File: config.mk
export PLATFORM = sky130hd
export DESIGN_NAME = poll_status_former
export DESIGN_NICKNAME = d
export VERILOG_FILES = /design/src/rtl/poll_status_pkg.sv /design/src/rtl/fps_blk_lookup.sv /design/src/rtl/fps_toggle.sv /design/src/rtl/fps_field_mux.sv /design/src/rtl/poll_status_former.sv
export SDC_FILE = /design/constraint.sdc
export NUM_CORES = 1
export LEC_CHECK = 0
export BUFFER_PORTS_ARGS = -buffer_cell sky130_fd_sc_hd__buf_2
export CELL_PAD_IN_SITES_DETAIL_PLACEMENT = 2
export CELL_PAD_IN_SITES_GLOBAL_PLACEMENT = 2
export CORE_MARGIN = 4
export CORE_UTILIZATION = 25
export DETAILED_ROUTE_END_ITERATION = 8
export HOLD_SLACK_MARGIN = 0.1
export PLACE_DENSITY_LB_ADDON = 0.1
export SLEW_MARGIN = 20
export SYNTH_ARGS = -nofsm -noshare
export SYNTH_HDL_FRONTEND = slang
export SYNTH_HIERARCHICAL = 1
export SYNTH_SLANG_ARGS = --single-unit
File: constraint.sdc
create_clock -name clk -period 5.4 [get_ports clk]
set_input_delay 0.54 -clock clk [delete_from_list [all_inputs] [get_ports clk]]
set_output_delay 0.54 -clock clk [all_outputs]
set_load 0.05 [all_outputs]
File: src/rtl/poll_status_pkg.sv
package poll_status_pkg;
  typedef enum logic [2:0] {
    PE_IDLE       = 3'd0,
    PE_PROG       = 3'd1,
    PE_CHIP       = 3'd2,
    PE_BLOCK      = 3'd3,
    PE_PROG_FAIL  = 3'd4,
    PE_ERASE_FAIL = 3'd5
  } pe_state_t;

  localparam int TGL_RUN  = 0;  // bit 6 flop
  localparam int TGL_BLK  = 1;  // bit 2 flop
  localparam int TGL_NUM  = 2;
endpackage

File: src/rtl/fps_blk_lookup.sv
module fps_blk_lookup #(
  parameter int AW = 8,
  parameter int BW = 3,
  localparam int NBLK = 1 << BW
) (
  input  logic [AW-1:0]   addr_i,
  input  logic [NBLK-1:0] erase_mask_i,
  input  logic [NBLK-1:0] fail_mask_i,
  output logic            in_erase_o,
  output logic            in_fail_o
);
  logic [BW-1:0] blk;
  assign blk        = addr_i[AW-1 -: BW];
  assign in_erase_o = erase_mask_i[blk];
  assign in_fail_o  = fail_mask_i[blk];
endmodule

File: src/rtl/fps_toggle.sv
module fps_toggle (
  input  logic clk,
  input  logic rst,
  input  logic adv_i,
  output logic q_o
);
  always_ff @(posedge clk) begin
    if (rst)        q_o <= 1'b0;
    else if (adv_i) q_o <= ~q_o;
  end
endmodule

File: src/rtl/fps_field_mux.sv
module fps_field_mux
  import poll_status_pkg::*;
(
  input  pe_state_t   state_i,
  input  logic        susp_i,
  input  logic        win_done_i,
  input  logic        tgt7_i,
  input  logic        in_erase_i,
  input  logic        in_fail_i,
  input  logic        t_run_i,
  input  logic        t_blk_i,
  input  logic [7:0]  array_i,
  output logic [7:0]  byte_o,
  output logic        adv_run_o,
  output logic        adv_blk_o
);
  logic show;
  logic b7, b5, b3, b2;

  always_comb begin
    show      = 1'b1;
    b7        = 1'b0;
    b5        = 1'b0;
    b3        = 1'b0;
    b2        = 1'b0;
    adv_run_o = 1'b0;
    adv_blk_o = 1'b0;
    unique case (state_i)
      PE_PROG: begin
        b7        = ~tgt7_i;
        adv_run_o = 1'b1;
      end
      PE_PROG_FAIL: begin
        b7        = ~tgt7_i;
        b5        = 1'b1;
        adv_run_o = 1'b1;
      end
      PE_CHIP: begin
        b3        = 1'b1;
        b2        = t_blk_i;
        adv_run_o = 1'b1;
        adv_blk_o = 1'b1;
      end
      PE_BLOCK: begin
        if (susp_i) begin
          if (in_erase_i) begin
            b7        = 1'b1;
            b2        = t_blk_i;
            adv_blk_o = 1'b1;
          end else begin
            show = 1'b0;
          end
        end else begin
          b3        = win_done_i;
          b2        = t_blk_i;
          adv_run_o = 1'b1;
          adv_blk_o = in_erase_i;
        end
      end
      PE_ERASE_FAIL: begin
        b5        = 1'b1;
        b3        = 1'b1;
        b2        = t_blk_i;
        adv_run_o = 1'b1;
        adv_blk_o = in_fail_i;
      end
      default: show = 1'b0;
    endcase
    byte_o = show ? {b7, t_run_i, b5, 1'b0, b3, b2, 2'b00} : array_i;
    if (!show) begin
      adv_run_o = 1'b0;
      adv_blk_o = 1'b0;
    end
  end
endmodule

File: src/rtl/poll_status_former.sv
module poll_status_former
  import poll_status_pkg::*;
#(
  parameter int AW = 8,
  parameter int BW = 3,
  localparam int NBLK = 1 << BW
) (
  input  logic            clk,
  input  logic            rst,
  input  logic [2:0]      pe_state_i,
  input  logic            susp_i,
  input  logic            win_done_i,
  input  logic            tgt7_i,
  input  logic [NBLK-1:0] erase_mask_i,
  input  logic [NBLK-1:0] fail_mask_i,
  input  logic            rd_i,
  input  logic [AW-1:0]   addr_i,
  input  logic [7:0]      array_i,
  output logic [7:0]      rdata_o,
  output logic            rvalid_o
);
  logic               in_erase, in_fail;
  logic [TGL_NUM-1:0] tq, adv_raw, adv;
  logic [7:0]         next_byte;

  fps_blk_lookup #(.AW(AW), .BW(BW)) u_lookup (
    .addr_i       (addr_i),
    .erase_mask_i (erase_mask_i),
    .fail_mask_i  (fail_mask_i),
    .in_erase_o   (in_erase),
    .in_fail_o    (in_fail)
  );

  fps_field_mux u_mux (
    .state_i    (pe_state_t'(pe_state_i)),
    .susp_i     (susp_i),
    .win_done_i (win_done_i),
    .tgt7_i     (tgt7_i),
    .in_erase_i (in_erase),
    .in_fail_i  (in_fail),
    .t_run_i    (tq[TGL_RUN]),
    .t_blk_i    (tq[TGL_BLK]),
    .array_i    (array_i),
    .byte_o     (next_byte),
    .adv_run_o  (adv_raw[TGL_RUN]),
    .adv_blk_o  (adv_raw[TGL_BLK])
  );

  for (genvar g = 0; g < TGL_NUM; g++) begin : g_tgl
    assign adv[g] = rd_i & adv_raw[g];
    fps_toggle u_tgl (
      .clk   (clk),
      .rst   (rst),
      .adv_i (adv[g]),
      .q_o   (tq[g])
    );
  end

  always_ff @(posedge clk) begin
    if (rst) begin
      rdata_o  <= 8'h00;
      rvalid_o <= 1'b0;
    end else begin
      rvalid_o <= rd_i;
      if (rd_i) rdata_o <= next_byte;
    end
  end
endmodule

After elaboration in Yosys (flattened, before gate mapping)
Index checks and enable logic that the tools add are counted.
{"block": "totals", "output_inout_bits": 9, "wordCells": 41, "regBits": 11, "inputBits": 41}
{"block": "classes", "n_mux": 22, "bitwise": 5, "eq_ne": 5, "n_reduce_logical": 4, "n_lt_le_gt_ge": 1}
{"operator": "1-bit 2-to-1 mux", "n": 13}
{"operator": "1-bit one-hot mux with 2 select lines", "n": 5}
{"operator": "8-bit 2-to-1 mux", "n": 1}
{"operator": "1-bit binary-select mux with 3-bit select", "n": 2}
{"operator": "3-bit by 2-bit equality test with 1-bit output, second input constant", "n": 2}
{"operator": "3-bit equality test, second input constant", "n": 2}
{"operator": "2-bit OR reduction", "n": 3}
{"operator": "3-bit by 4-bit < comparator with 1-bit output, second input constant", "n": 1}
{"operator": "4-bit OR reduction", "n": 1}
{"operator": "3-bit by 1-bit equality test with 1-bit output, second input constant", "n": 1}
{"operator": "1-bit NOT", "n": 3}
{"operator": "1-bit one-hot mux with 3 select lines", "n": 1}
{"operator": "1-bit AND", "n": 2}

Logic depth before layout (Yosys ltp)
{"block": "logic_depth", "depth_word": 7, "ltp_mapped": 7, "mapped_depth_nobuf": 7}

Cells and area by module
The synthesis kept the hierarchy.
{"module": "poll_status_former", "instances": 1, "cells_per_inst": 30, "area_per_inst_um2": 324.1}
{"module": "fps_field_mux", "instances": 1, "cells_per_inst": 46, "area_per_inst_um2": 311.5}
{"module": "fps_blk_lookup", "instances": 1, "cells_per_inst": 6, "area_per_inst_um2": 127.6}
{"module": "fps_toggle", "instances": 2, "cells_per_inst": 3, "area_per_inst_um2": 32.5}

Worst setup path before layout
No wires, ideal clock.
{"block": "synth_timing", "path_kind": "input to register", "start": "input port addr_i[5]", "end": "register rdata_o[2]", "arrival_ns": 2.220, "path_buffers": 0, "stages": 7, "required_time_ns": 5.274, "setup_ns": 0.126, "path_slack_ns": 3.054, "cell_sequence": "mux4_1 mux2_2 nand3b_1 a32o_1 a221o_1 mux2i_1 nor2_1"}
{"block": "synth_between", "elab_chain_cells": 6}
{"item": "from (decl)", "line": "poll_status_former.sv:17", "rtl": "input logic [AW-1:0] addr_i,"}
{"item": "1-bit binary-select mux with 3-bit select (*)", "line": "fps_blk_lookup.sv:14", "rtl": "assign in_erase_o = erase_mask_i[blk];"}
{"item": "1-bit 2-to-1 mux (not written as such) (*)", "line": "fps_blk_lookup.sv:14"}
{"item": "net in_erase", "line": "poll_status_former.sv:22", "rtl": "logic in_erase, in_fail;"}
{"item": "1-bit 2-to-1 mux", "line": "fps_field_mux.sv:46", "rtl": "if (in_erase_i) begin"}
{"item": "1-bit 2-to-1 mux", "line": "fps_field_mux.sv:45", "rtl": "if (susp_i) begin"}
{"item": "1-bit one-hot mux with 2 select lines", "line": "fps_field_mux.sv:28", "rtl": "unique case (state_i)"}
{"item": "8-bit 2-to-1 mux (*)", "line": "fps_field_mux.sv:69", "rtl": "byte_o = show ? {b7, t_run_i, b5, 1'b0, b3, b2, 2'b00} : array_i;"}
{"item": "net next_byte[2]", "line": "poll_status_former.sv:24", "rtl": "logic [7:0] next_byte;"}
{"item": "to (signal assigned)", "line": "poll_status_former.sv:65", "rtl": "if (rd_i) rdata_o <= next_byte;"}
{"item": "to (decl)", "line": "poll_status_former.sv:19", "rtl": "output logic [7:0] rdata_o,"}
The timed path passes the listed nets; every way through them passes the cells marked *. The select of a mux whose other input is x is not followed.
A chain may end at the register's enable or synchronous reset.

Final worst setup path
Ends and elaborated chain as after synthesis.

==> results.md <==
- Outcome: finished, final reports clean
- Crit Reg-Reg Startpoint: g_tgl[0].u_tgl/q_o
- Worst Setup Slack, final: 3.03 ns
- Worst VDD drop: 104 uV
- Post-place setup slack: 2.73 ns
- Clock power share: 0.258
- Initial core utilization: 0.267
- Std-Cell Core Area: 0.00310 mm2
- Area of the die: 0.00430 mm2
- Period minus WS final: 2.37 ns
- Boundary Pins: 50
- Count of state elements after synthesis: 11
- Post-synthesis compound-gate area fraction: 0.204
- Number of sinks on the clock net: 11
- Worst-case clock skew: 0.0000178 ns
- Simple-gate share of the synthesized area: 0.171
- Xor and xnor area share after synthesis: 0.0211
- CTS Buf Count: 3
- Hold bufs inserted after CTS: 0
- Setup violators final: 0
- Height of the die: 65.6 um
- Post-synthesis sequential area ratio: 0.266
- Dpl hpwl: 2110 um
- Worst-case reg-to-reg path depth: 5
- All-Layer GR Usage: 0.121
- Count of buffers added by post-CTS timing repair for setup: 0
- Routability cong.: 0.680
- Detailed-route wire length per cell: 14.4 um
- Post-route insts no fill: 174
- Number of maximum-capacitance violations: 0
- Worst path required time: 5.56 ns
- Remaining global-route overflow: 0
- Number of H-tree levels: 1
- Number of instances in the synthesized netlist: 88
- Worst-case register-to-register setup slack: 4.10 ns
- Total internal power: 148 uW
- Cell chosen for the clock root: clkbuf_4
- Final Max Slew Viols: 0
- Overall via count from detail_route: 828
- Comb power frac: 0.335
- Clock slew at the register clock pins of the worst setup and hold paths: 0.07 ns
- Worst rel slew slack: 0.800
- Sequential power share: 0.407
- Synth Net Count: 129
- Layout overhead on the synthesized area: 30.8%
- Static leakage: 0.519 nW
- Post-CTS resize count: 0
- Layout net count: 172
- Total iterations of the first detailed-routing run: 4
- Number of hold violations in the final report: 0
- Crit path capture type: flip-flop
- Arrival @ worst endpoint: 2.53 ns
- Setup crit start kind: primary input
- Antenna cell count: 0
- Termination of the worst setup path: rdata_o[2]
- Net switching power figure: 71.8 uW
- Switching share of power: 0.326
- Share of the clock period used by the worst path after layout: 0.438
- Post-Place Cells: 170
- Endpoint of the worst register-to-register path: rdata_o[6]
- Transition time at the pin with the least slew margin: 0.299 ns
- TritonCTS clock tree: yes
- Global-route wire length before repair: 4110 um
- Largest family of logic cells by synthesized area: multiplexers
- Top fanout value on the critical path: 4
- Pin count of the biggest net entering global routing: 19
- Adder-Cell Fraction of Synth Area: 0
- Via-to-Cell Ratio: 4.76
- Critical path class: in2reg
- Vias in the first global route: 926
- Unique masters post-synth: 34
- Drt initial violations: 49
- Drt total wl: 2500 um
- Synthesis warning total: 6
- Worst-skew pair later-pin latency: 0.27 ns
- Die boundary width: 65.6 um
- Worst-case clock buffer depth: 2
- Port-buffer cells: 44
- Unrepaired setup endpoints after global routing: no
- Area after DPL: 0.00106 mm2
- Share of post-route cells with drive strength above 1: 0.408
- Post-route cell area: 0.00108 mm2
- Launching instance or port of the critical path: addr_i[5]
- Multiplexer fraction of the synthesized cell area: 0.269
- Remaining routing DRC violations: 0
- Post-synthesis area per instance: 9.41 um2
- Setup total negative slack: 0 ns
- Number of rows in the core area: 20
- Classification of the worst-slack hold path: reg2reg
- Maximum frequency from static timing analysis: 422 MHz
- Residual antenna-violating net count after detailed routing: 0
- Synth Cell Area: 828 um2
- Initial antenna violation count: 0
- Power Dens Cells: 203 mW/mm2
[layer usage]
metal | track usage | share of wire
met1 | 0.131 | 0.40
met2 | 0.228 | 0.53
met3 | 0.0462 | 0.070
met5 | 0 | 0
met4 | 0.0155 | 0
[placed cells by master (no fill, tap or decap), drive strengths merged, types with 3 or more instances in the layout]
master,synthesis,final
nand3b,3,3
a21oi,4,4
mux2i,8,8
dfxtp,11,11
buf,5,44
a21boi,3,3
inv,3,3
clkbuf,1,4
nor2,11,11
nor2b,3,3
o21ai,6,6
mux2,3,3
mux4,4,4
nand2,4,4
[logic make-up (layout without fill, tap and decap cells)]
| logic type | after synthesis | in the layout |
|---|---|---|
| AOI/OAI and AO/OA | 24 | 24 |
| muxes | 15 | 15 |
| and+or+nand+nor | 27 | 27 |
| DFF | 11 | 11 |
| buffers and inverters | 9 | 51 |
| xor gates and xnor gates | 2 | 2 |
[flip-flops by register name (all words and copies together) (netlist names)]
name             count
rvalid_o             1
rdata_o              8
g_tgl.u_tgl/q_o      2
[synth_stat cells]
library cell  number  share of area
a21oi_1            4          0.024
mux2i_1            8          0.097
a221o_1            2          0.024
a222oi_1           1          0.012
nor2b_1            3          0.023
o221ai_1           1          0.011
a32oi_1            1          0.011
and4b_4            1          0.017
a21o_1             1         0.0091
o21ai_1            1         0.0060
xnor2_1            2          0.021
a32o_1             1          0.012
clkbuf_1           1         0.0045
nand3_1            1         0.0060
buf_6              2          0.027
dfxtp_1           11           0.27
inv_1              3          0.014
o21bai_1           1         0.0091
and3_2             1         0.0091
o21ai_0            5          0.030
nand3b_1           3          0.027
and2_1             2          0.015
a21o_2             1          0.011
o21a_1             1         0.0091
buf_2              1         0.0060
o211ai_1           1         0.0091
a21boi_0           3          0.027
nor2_1            11          0.050
mux2_2             2          0.027
mux4_1             4           0.13
nor3_1             1         0.0060
buf_4              2          0.018
nand2_1            4          0.018
mux2_4             1          0.018
[cell type report]
type | count | area [um2]
Fill cell | 378 | 2020
Multi-Input combinational cell | 68 | 551
Sequential cell | 11 | 220
Timing Repair Buffer | 44 | 220
Tap cell | 44 | 55.1
Clock buffer | 4 | 26.3
Inverter | 3 | 11.3
[worst min-delay path by stage]
stage / from / cells after the start / slack, ns / to
3_5_place_dp: rdata_o[7] / 2 / 0.49 / rdata_o[7]
4_1_cts: rdata_o[7] / 2 / 0.50 / rdata_o[7]
6_report: rdata_o[7] / 2 / 0.49 / rdata_o[7]
3_3_place_gp: rdata_o[3] / 2 / 0.47 / rdata_o[3]
2_1_floorplan: g_tgl[1].u_tgl/q_o / 2 / 0.51 / g_tgl[1].u_tgl/q_o
5_1_grt: rdata_o[5] / 2 / 0.53 / rdata_o[5]
[critical path, stage by stage]
cell      delay [ns]
buf_2           0.13
mux4_1          0.55
mux2_2          0.31
nand3b_1        0.22
a32o_1          0.29
a221o_1         0.31
mux2i_1         0.13
nor2_1          0.05
[power by group through the flow]
| stage | registers (mW) | clock network, mW | logic (mW) |
|---|---|---|---|
| floorplan | 0.104 | 0 | 0.0382 |
| global placement | 0.0912 | 0 | 0.0727 |
| detailed placement | 0.0915 | 0 | 0.0753 |
| CTS | 0.0897 | 0.0594 | 0.0754 |
| global route | 0.0905 | 0.0642 | 0.0815 |
| finish | 0.0896 | 0.0568 | 0.0737 |
[per-stage QoR]
| stage | power, mW | utilization | hold WS, ns |
|---|---|---|---|
| finish | 0.220 | 0.349 | 0.492 |
| global placement | 0.164 | 0.341 | 0.469 |
| detailed placement | 0.167 | 0.341 | 0.485 |
| floorplan | 0.142 | - | 0.505 |
| global route | 0.236 | 0.349 | 0.531 |
| CTS | 0.225 | 0.349 | 0.502 |
No activity file was read; power rests on OpenSTA's default activity.
